$ cat config.mk
export PLATFORM = sky130hd
export DESIGN_NAME = uart_cd_tx
export DESIGN_NICKNAME = d
export VERILOG_FILES = /design/src/rtl/uart_cd_pkg.sv /design/src/rtl/uart_cd_bittimer.sv /design/src/rtl/uart_cd_colchk.sv /design/src/rtl/uart_cd_irqgen.sv /design/src/rtl/uart_cd_tx.sv
export SDC_FILE = /design/constraint.sdc
export NUM_CORES = 1
export LEC_CHECK = 0
export BUFFER_PORTS_ARGS = -buffer_cell sky130_fd_sc_hd__buf_2
export CAP_MARGIN = 25
export CORE_MARGIN = 2
export CORE_UTILIZATION = 40
export CTS_CLUSTER_DIAMETER = 50
export CTS_CLUSTER_SIZE = 20
export DETAILED_ROUTE_END_ITERATION = 12
export PLACE_DENSITY = 0.57
export SETUP_SLACK_MARGIN = 0.15
export SLEW_MARGIN = 20
export SYNTH_ARGS = -nofsm -noshare
export SYNTH_HDL_FRONTEND = slang
export SYNTH_SLANG_ARGS = --single-unit
$ cat constraint.sdc
create_clock -name clk -period 1.9 [get_ports clk]
set_clock_uncertainty 0.1 [all_clocks]
set_input_delay 0.19 -clock clk [delete_from_list [all_inputs] [get_ports clk]]
set_output_delay 0.19 -clock clk [all_outputs]
set_load 0.01 [all_outputs]
$ cat src/rtl/uart_cd_pkg.sv
package uart_cd_pkg;
    typedef enum logic {
        TX_IDLE  = 1'b0,
        TX_SHIFT = 1'b1
    } tx_state_e;
endpackage

$ cat src/rtl/uart_cd_bittimer.sv
module uart_cd_bittimer #(
    parameter int unsigned TICKS_PER_BIT = 16
) (
    input  logic clk,
    input  logic rst_n,
    input  logic run,
    input  logic baud_tick,
    output logic mid_stb,
    output logic end_stb
);
    localparam int unsigned CNT_W = (TICKS_PER_BIT > 1) ? $clog2(TICKS_PER_BIT) : 1;
    localparam logic [CNT_W-1:0] MID_CNT  = CNT_W'(TICKS_PER_BIT / 2 - 1);
    localparam logic [CNT_W-1:0] LAST_CNT = CNT_W'(TICKS_PER_BIT - 1);

    logic [CNT_W-1:0] cnt_d, cnt_q;

    // Counts ticks within the current bit; held at zero while no frame runs.
    always_comb begin
        cnt_d = cnt_q;
        if (!run) begin
            cnt_d = '0;
        end else if (baud_tick) begin
            cnt_d = (cnt_q == LAST_CNT) ? '0 : cnt_q + CNT_W'(1);
        end
    end

    always_ff @(posedge clk or negedge rst_n) begin
        if (!rst_n) cnt_q <= '0;
        else        cnt_q <= cnt_d;
    end

    assign mid_stb = run & baud_tick & (cnt_q == MID_CNT);
    assign end_stb = run & baud_tick & (cnt_q == LAST_CNT);
endmodule

$ cat src/rtl/uart_cd_colchk.sv
module uart_cd_colchk (
    input  logic clk,
    input  logic rst_n,
    input  logic run,
    input  logic smp_sel,
    input  logic mid_stb,
    input  logic tmr_uf,
    input  logic rxd,
    input  logic txd,
    input  logic clr,
    output logic col_evt,
    output logic col_flag
);
    logic flag_d, flag_q;
    logic smp_stb;

    always_comb begin
        smp_stb = smp_sel ? tmr_uf : mid_stb;
        col_evt = run & smp_stb & (rxd != txd);
        flag_d  = flag_q;
        if (clr)     flag_d = 1'b0;
        if (col_evt) flag_d = 1'b1;   // a fresh collision beats the clear
    end

    always_ff @(posedge clk or negedge rst_n) begin
        if (!rst_n) flag_q <= 1'b0;
        else        flag_q <= flag_d;
    end

    assign col_flag = flag_q;
endmodule

$ cat src/rtl/uart_cd_irqgen.sv
module uart_cd_irqgen (
    input  logic clk,
    input  logic rst_n,
    input  logic sel,
    input  logic buf_empty,
    input  logic tx_done,
    output logic irq
);
    typedef struct packed {
        logic prev;
        logic pulse;
    } irq_t;

    irq_t s_d, s_q;
    logic cause;

    always_comb begin
        cause     = sel ? tx_done : buf_empty;
        s_d.prev  = cause;
        s_d.pulse = cause & ~s_q.prev;
    end

    // Both causes are high out of reset, so prev starts at 1.
    always_ff @(posedge clk or negedge rst_n) begin
        if (!rst_n) s_q <= '{prev: 1'b1, pulse: 1'b0};
        else        s_q <= s_d;
    end

    assign irq = s_q.pulse;
endmodule

$ cat src/rtl/uart_cd_tx.sv
module uart_cd_tx
    import uart_cd_pkg::*;
#(
    parameter int unsigned DATA_W        = 8,
    parameter int unsigned TICKS_PER_BIT = 16
) (
    input  logic              clk,
    input  logic              rst_n,
    input  logic              baud_tick,
    input  logic              tmr_uf,
    input  logic              rxd,
    input  logic              wr_en,
    input  logic [DATA_W-1:0] wr_data,
    input  logic              te_set,
    input  logic              te_clr,
    input  logic              col_clr,
    input  logic              cfg_smp_sel,
    input  logic              cfg_auto_clr,
    input  logic              cfg_start_sel,
    input  logic              cfg_irq_sel,
    output logic              txd,
    output logic              tx_en,
    output logic              col_flag,
    output logic              buf_empty,
    output logic              tx_done,
    output logic              irq
);
    localparam int unsigned FRAME_W = DATA_W + 2;
    localparam int unsigned IDX_W   = $clog2(FRAME_W);
    localparam logic [IDX_W-1:0] LAST_IDX = IDX_W'(FRAME_W - 1);

    typedef struct packed {
        tx_state_e          st;
        logic [FRAME_W-1:0] shr;
        logic [IDX_W-1:0]   idx;
        logic [DATA_W-1:0]  hold;
        logic               full;
        logic               te;
        logic               rxd_prev;
    } core_t;

    core_t c_d, c_q;
    logic  busy_q;
    logic  mid_stb, end_stb;
    logic  col_evt;
    logic  rxd_fall;
    logic  start_ok;

    assign busy_q = (c_q.st == TX_SHIFT);

    uart_cd_bittimer #(.TICKS_PER_BIT(TICKS_PER_BIT)) u_timer (
        .clk       (clk),
        .rst_n     (rst_n),
        .run       (busy_q),
        .baud_tick (baud_tick),
        .mid_stb   (mid_stb),
        .end_stb   (end_stb)
    );

    uart_cd_colchk u_col (
        .clk      (clk),
        .rst_n    (rst_n),
        .run      (busy_q),
        .smp_sel  (cfg_smp_sel),
        .mid_stb  (mid_stb),
        .tmr_uf   (tmr_uf),
        .rxd      (rxd),
        .txd      (txd),
        .clr      (col_clr),
        .col_evt  (col_evt),
        .col_flag (col_flag)
    );

    always_comb begin
        c_d          = c_q;
        c_d.rxd_prev = rxd;
        rxd_fall     = c_q.rxd_prev & ~rxd;
        start_ok     = c_q.te & c_q.full & (~cfg_start_sel | rxd_fall);

        // Transmit enable: a hardware clear on collision wins over everything.
        if (te_set) c_d.te = 1'b1;
        if (te_clr) c_d.te = 1'b0;
        if (col_evt && cfg_auto_clr) c_d.te = 1'b0;

        if (busy_q) begin
            if (end_stb) begin
                if (!c_q.te) begin
                    // Stop at the bit boundary and drop any pending byte.
                    c_d.st   = TX_IDLE;
                    c_d.shr  = '1;
                    c_d.full = 1'b0;
                end else if (c_q.idx == LAST_IDX) begin
                    c_d.st  = TX_IDLE;
                    c_d.shr = '1;
                end else begin
                    c_d.shr = {1'b1, c_q.shr[FRAME_W-1:1]};
                    c_d.idx = c_q.idx + IDX_W'(1);
                end
            end
        end else if (start_ok) begin
            c_d.st   = TX_SHIFT;
            c_d.shr  = {1'b1, c_q.hold, 1'b0};
            c_d.idx  = '0;
            c_d.full = 1'b0;
        end

        // A write in the same cycle is kept after a move or a discard.
        if (wr_en) begin
            c_d.hold = wr_data;
            c_d.full = 1'b1;
        end
    end

    always_ff @(posedge clk or negedge rst_n) begin
        if (!rst_n) begin
            c_q <= '{st: TX_IDLE, shr: '1, idx: '0, hold: '0,
                     full: 1'b0, te: 1'b0, rxd_prev: 1'b0};
        end else begin
            c_q <= c_d;
        end
    end

    assign txd       = busy_q ? c_q.shr[0] : 1'b1;
    assign tx_en     = c_q.te;
    assign buf_empty = ~c_q.full;
    assign tx_done   = ~busy_q & ~c_q.full;

    uart_cd_irqgen u_irq (
        .clk       (clk),
        .rst_n     (rst_n),
        .sel       (cfg_irq_sel),
        .buf_empty (buf_empty),
        .tx_done   (tx_done),
        .irq       (irq)
    );
endmodule

== After elaboration in Yosys (flattened, before gate mapping) ==
Index checks and enable logic that the tools add are counted.

* Input bits: 21
* Output and inout bits: 6
* Bits in registers: 33
* Logic and storage cells: 71

* Eq/ne operators: 10
* $add $sub $neg: 2
* Reduce and logical (&&, ||, !) cells: 8
* Bitwise logic cells: 16
* Muxes and demuxes: 24

{| class="wikitable"
|+ Operators with widths
! cell !! number
|-
| $mux 15 || 3
|-
| $mux 4 || 5
|-
| $mux 1 || 14
|-
| $mux 11 || 1
|-
| $and 1x1->1 || 10
|-
| $mux 9 || 1
|-
| $add 4x1->4 const B || 2
|-
| $eq 4x4->1 const B || 2
|-
| $ne 2x2->1 const B || 3
|-
| $reduce_bool 3->1 || 2
|-
| $not 1->1 || 5
|-
| $eq 4x3->1 const B || 1
|-
| $reduce_and 4->1 || 1
|-
| $reduce_bool 2->1 || 2
|-
| $ne 3x2->1 const B || 1
|-
| $ne 3x3->1 const B || 1
|-
| $reduce_and 3->1 || 1
|-
| $ne 2x1->1 const B || 1
|-
| $reduce_and 2->1 || 1
|-
| $logic_and 1x1->1 || 1
|-
| $ne 1x1->1 || 1
|-
| $or 1x1->1 || 1
|}

== Depth between registers and ports, before layout ==
* Word-level depth: 7
* Depth in mapped cells: 6
* Mapped depth without buffers: 6

== Cells and area by module ==
Synthesis repeated with hierarchy kept, for this count alone.

* Cell total of the unflattened synthesis: 160
* Area, all modules: 1734.2 µm²

{| class="wikitable"
|+ Modules (own cells, without submodules)
! module !! area each (µm²) !! seq. area each (µm²) !! cells each !! instances
|-
| uart_cd_tx || 1365.1 || 663.1 || 127 || 1
|-
| uart_cd_bittimer || 219.0 || 100.1 || 23 || 1
|-
| uart_cd_irqgen || 80.1 || 51.3 || 4 || 1
|-
| uart_cd_colchk || 70.1 || 25.0 || 6 || 1
|}

== Worst setup path after synthesis ==
Ideal clock, no wire load.

* Path kind: register to register
* Start point: register u_timer.cnt_q[0]
* End point: register c_q[12] in the netlist's numbering
* Data required time: 1.669 ns
* Period minus slack after synthesis: 1.578 ns
* Path buffers: 1
* Slack: 0.322 ns
* Arrival: 1.347 ns
* Cell stages (with the launch flop): 7
* Library setup time: 0.131 ns
* Path through: dfrtp_1 ha_1 nand3_1 nor2_4 buf_6 a2bb2oi_1 o22ai_1

* Longest elaborated chain between the ends: 4

{| class="wikitable"
|+ Ends and longest elaborated chain
! item !! line !! source
|-
| start: declaration || uart_cd_bittimer.sv:15 || <nowiki>logic [CNT_W-1:0] cnt_d, cnt_q;</nowiki>
|-
| start signal: assignment || uart_cd_bittimer.sv:29 || <nowiki>else cnt_q <= cnt_d;</nowiki>
|-
| $eq 4x4->1 || uart_cd_bittimer.sv:33 || <nowiki>assign end_stb = run & baud_tick & (cnt_q == LAST_CNT);</nowiki>
|-
| $and 1x1->1 || uart_cd_bittimer.sv:33 ||
|-
| $ne 2x1->1 (no source line) || n/a ||
|-
| $reduce_and 4->1 (no source line) || n/a ||
|-
| end signal: assignment || uart_cd_tx.sv:116 || <nowiki>c_q <= '{st: TX_IDLE, shr: '1, idx: '0, hold: '0,</nowiki>
|-
| end: declaration || uart_cd_tx.sv:42 || <nowiki>core_t c_d, c_q;</nowiki>
|}

No other way between the ends.
A chain may end at the register's enable or synchronous reset.

== Worst setup path after layout ==
* Start point: input port rxd
* End point: register c_q[23] in the netlist's numbering

* Longest elaborated chain between the ends: 6

{| class="wikitable"
|+ Ends and longest elaborated chain
! item !! line !! source
|-
| start: declaration || uart_cd_tx.sv:11 || <nowiki>input logic rxd,</nowiki>
|-
| $not 1->1 || uart_cd_tx.sv:77 || <nowiki>rxd_fall = c_q.rxd_prev & ~rxd;</nowiki>
|-
| $and 1x1->1 || uart_cd_tx.sv:77 ||
|-
| $or 1x1->1 || uart_cd_tx.sv:78 || <nowiki>start_ok = c_q.te & c_q.full & (~cfg_start_sel | rxd_fall);</nowiki>
|-
| $and 1x1->1 || uart_cd_tx.sv:78 ||
|-
| $reduce_bool 2->1 (no source line) || n/a ||
|-
| $reduce_and 2->1 (no source line) || n/a ||
|}

No other way between the ends.

==> flow_metrics.tcl <==
set metrics [dict create \
    fp.dieArea_sq_um 4320 \
    ir_drop_mv 0.553 \
    clock_sinks 33 \
    synth-warning-count 0 \
    h-tree-depth 2 \
    io_pins 27 \
    crit_chain "dlygate4sd3_1 > buf_2 > nand2b_4 > a211oi_4 > nor2_2 > a221o_1" \
    ys_types 42 \
    relSlewSlack_pct 50.0 \
    internal_power_w 0.00150 \
    power.density_nw_per_um2 1100 \
    initial_core_util_pct 41.6 \
    crit_buf_inv 2 \
    cts_root_buffer "clkbuf_8" \
    startpoint_type "primary input" \
    yosys.area_share.simple_pct 11.9 \
    synth.area.mux_share_pct 7.22 \
    syn_avg_cell_area_sq_um 12.5 \
    route.detailed.wl_per_inst_um 14.7 \
    cp.arrival_ns 1.80 \
    drv_cap 0 \
    drt_iter0_markers 37 \
    ys_ff_latch 33 \
    synth_nets 146 \
    hp-class "in2reg" \
    worstSetupPathType "in2reg" \
    fin_setup_tns_ns 0 \
    vias 1120 \
    cp_slowest_cell "dlygate4sd3_1" \
    run_status "finished, final reports clean" \
    numCtsBuffers 5 \
    met2_usage_pct 29.3 \
    crit_path_end_kind "flip-flop" \
    tightestPinTransition_ns 0.749 \
    fin_crit_sh_pct 89.2 \
    total_power_w 0.00209 \
    seqPwrFrac_pct 52.0 \
    synth_area_sq_um 1520 \
    synth-xor-area-share_pct 1.72 \
    clkSlewWorstSetupHoldPaths_ns 0.06 \
    comb_power_share_pct 22.3 \
    power_leakage_nw 0.845 \
    clockPowerShare_pct 25.7 \
    synth-async-reset-ratio_pct 100 \
    grt_setup_unrepaired "false" \
    synth_compound_area_share_pct 18.1 \
    grt_max_degree 34 \
    clockBufferDepth 2 \
    diodes 0 \
    cp_max_fo 8 \
    grt_pass1_vias 1164 \
    fp.dieH_um 65.7 \
    dr.pass1.iters 4 \
    drv_slew 0 \
    cts_tree "built" \
    cp_top_family "buffers and inverters" \
    routed_wl_um 3120 \
    switching_share_pct 28.3 \
    fp-row-count 22 \
    ant_nets 0 \
    place_ws_ns 0.214 \
    period_needed_ns 1.70 \
    io_buffers 26 \
    setup_viol 0 \
    final_hold_viol_count 0 \
    viasPerCell 5.28 \
    grt_remaining_overflow 0 \
    grt_most_used_layer "met2" \
    r2r_cells 5 \
    grt_util_met1_pct 17.1 \
    ys_seq_area_share_pct 55.1 \
    synthAdderAreaFrac_pct 2.46 \
    area_delta_synth_final_pct 24.5 \
    crit_path_max_incr_delay_ns 0.53 \
    die_x_um 65.7 \
    clkLatencyLatePin_ns 0.29 \
    grt_antenna_before_repair 0 \
    synth_ff_type "dfrtp_1" \
    setup_slack_ns 0.205 \
    final_layout_size_suffix_gt1_share_pct 41.5 \
    dpl.hpwl_um 2140 \
    switchingPower_w 0.000591 \
    drcViolationCount 0 \
    synth_cells 122 \
    cp.required_ns 2.00 \
    synth_top_family_by_area "compound AO/OA/AOI/OAI gates" \
    path_depth 6 \
    grtUsageMet3_pct 5.65 \
    holdPathStages 2 \
    fmax_ghz 0.590 \
    synth-edff-count 0 \
    grt_usage_pct 16.2 \
    fin_nets 187 \
    place.gp.congestion 0.739 \
    core_sq_um 3660 \
    grt_pass1_wl_um 5120 \
]
area by class of cell:
| class | count | area [sq um] |
|---|---|---|
| tap | 48 | 60.1 |
| sequential | 33 | 840 |
| timing repair buffer | 39 | 246 |
| multi-input combinational | 79 | 642 |
| fill | 346 | 1760 |
| clock buffer | 8 | 90.1 |
| inverter | 5 | 18.8 |
per-stage QoR:
step | hold WS, ns | util (%) | std cells | area (sq um)
floorplan | -0.206 | - | 122 | 1520
global placement | 0.182 | 46.9 | 196 | 1720
detailed placement | 0.192 | 46.9 | 196 | 1720
CTS | 0.0275 | 51.0 | 210 | 1870
global route | 0.0283 | 51.8 | 212 | 1900
finish | 0.0391 | 51.8 | 212 | 1900
kinds of logic after synthesis:
kind of cell	count (synthesis)
compound gates	33
xor+xnor	3
fa+ha+maj	3
buf+inv	10
flops	33
mux	10
simple gates	30
power groups by stage:
stage                     logic (W)  clock network [W]  registers, W
after detailed placement   0.000439                  0       0.00109
after global routing       0.000518           0.000594       0.00111
after global placement     0.000417                  0       0.00109
after CTS                  0.000452           0.000563       0.00108
after floorplan            0.000323                  0       0.00105
final                      0.000467           0.000538       0.00109
final timing paths:
check / end / start / slack [ns]
min in group asynchronous: tx_en / rst_n / 0.40
setup reg to reg: c_q[23] / u_timer.cnt_q[0] / 0.28
max in group asynchronous: c_q[6] / rst_n / 0.81
hold reg to reg: u_irq.irq / u_irq.s_q[1] / 0.39
hold / removal: c_q[10] / wr_data[7] / 0.04
setup / recovery: c_q[23] / rxd / 0.20
placed cells by master (no fill, tap or decap), types with 2 or more instances in the layout:
| master | synthesis | routed |
|---|---|---|
| nor2b_1 | 3 | 3 |
| nor2_1 | 4 | 4 |
| dlygate4sd3_1 | 0 | 6 |
| a221o_1 | 8 | 8 |
| clkbuf_8 | 0 | 6 |
| xnor2_1 | 2 | 2 |
| ha_1 | 3 | 2 |
| buf_4 | 2 | 6 |
| nand3b_1 | 2 | 2 |
| a21boi_0 | 2 | 2 |
| nand2b_1 | 3 | 3 |
| clkbuf_1 | 2 | 2 |
| nand2_2 | 1 | 2 |
| nand3_2 | 1 | 2 |
| mux2_2 | 8 | 8 |
| o21a_1 | 8 | 8 |
| mux2i_1 | 2 | 2 |
| inv_1 | 5 | 5 |
| dfrtp_1 | 22 | 22 |
| dfstp_2 | 11 | 11 |
| buf_2 | 0 | 26 |
| nand2_1 | 5 | 4 |
| a21oi_1 | 3 | 3 |
| nand3_1 | 3 | 2 |
| o22ai_1 | 2 | 2 |
layer usage:
metal,up-vias,share of wire (%)
li1,522,-
met1,570,40
met2,24,54
met3,4,4.1
met4,0,1.3
met5,-,0
cell usage after synthesis (2+ instances only):
cell      count  share of area [%]
nand2b_1      3                1.2
nand2_1       5                1.2
a21boi_0      2               0.98
ha_1          3                2.5
a21oi_1       3               0.98
mux2_2        8                5.9
o22ai_1       2               0.82
dfstp_2      11                 19
nor2b_1       3                1.2
buf_4         2               0.98
dfrtp_1      22                 36
mux2i_1       2                1.3
a221o_1       8                5.3
xnor2_1       2                1.1
nand3b_1      2               0.98
clkbuf_1      2               0.49
nor2_1        4               0.98
o21a_1        8                3.9
nand3_1       3               0.98
inv_1         5                1.2
repair_timing:
item	4_1_cts	5_1_grt
hold buffers	6	0
resized for setup	0	4
endpoints found under the hold margin	26	0
buffers inserted	0	2
endpoints found under the setup margin	0	12
sequential cells by signal (all words and copies together), names as in the netlist:
| register | cells |
|---|---|
| busy_q | 1 |
| c_q | 24 |
| tx_en | 1 |
| u_col.col_flag | 1 |
| u_irq.irq | 1 |
| u_irq.s_q | 1 |
| u_timer.cnt_q | 4 |
(Power assumes the default switching activity.)
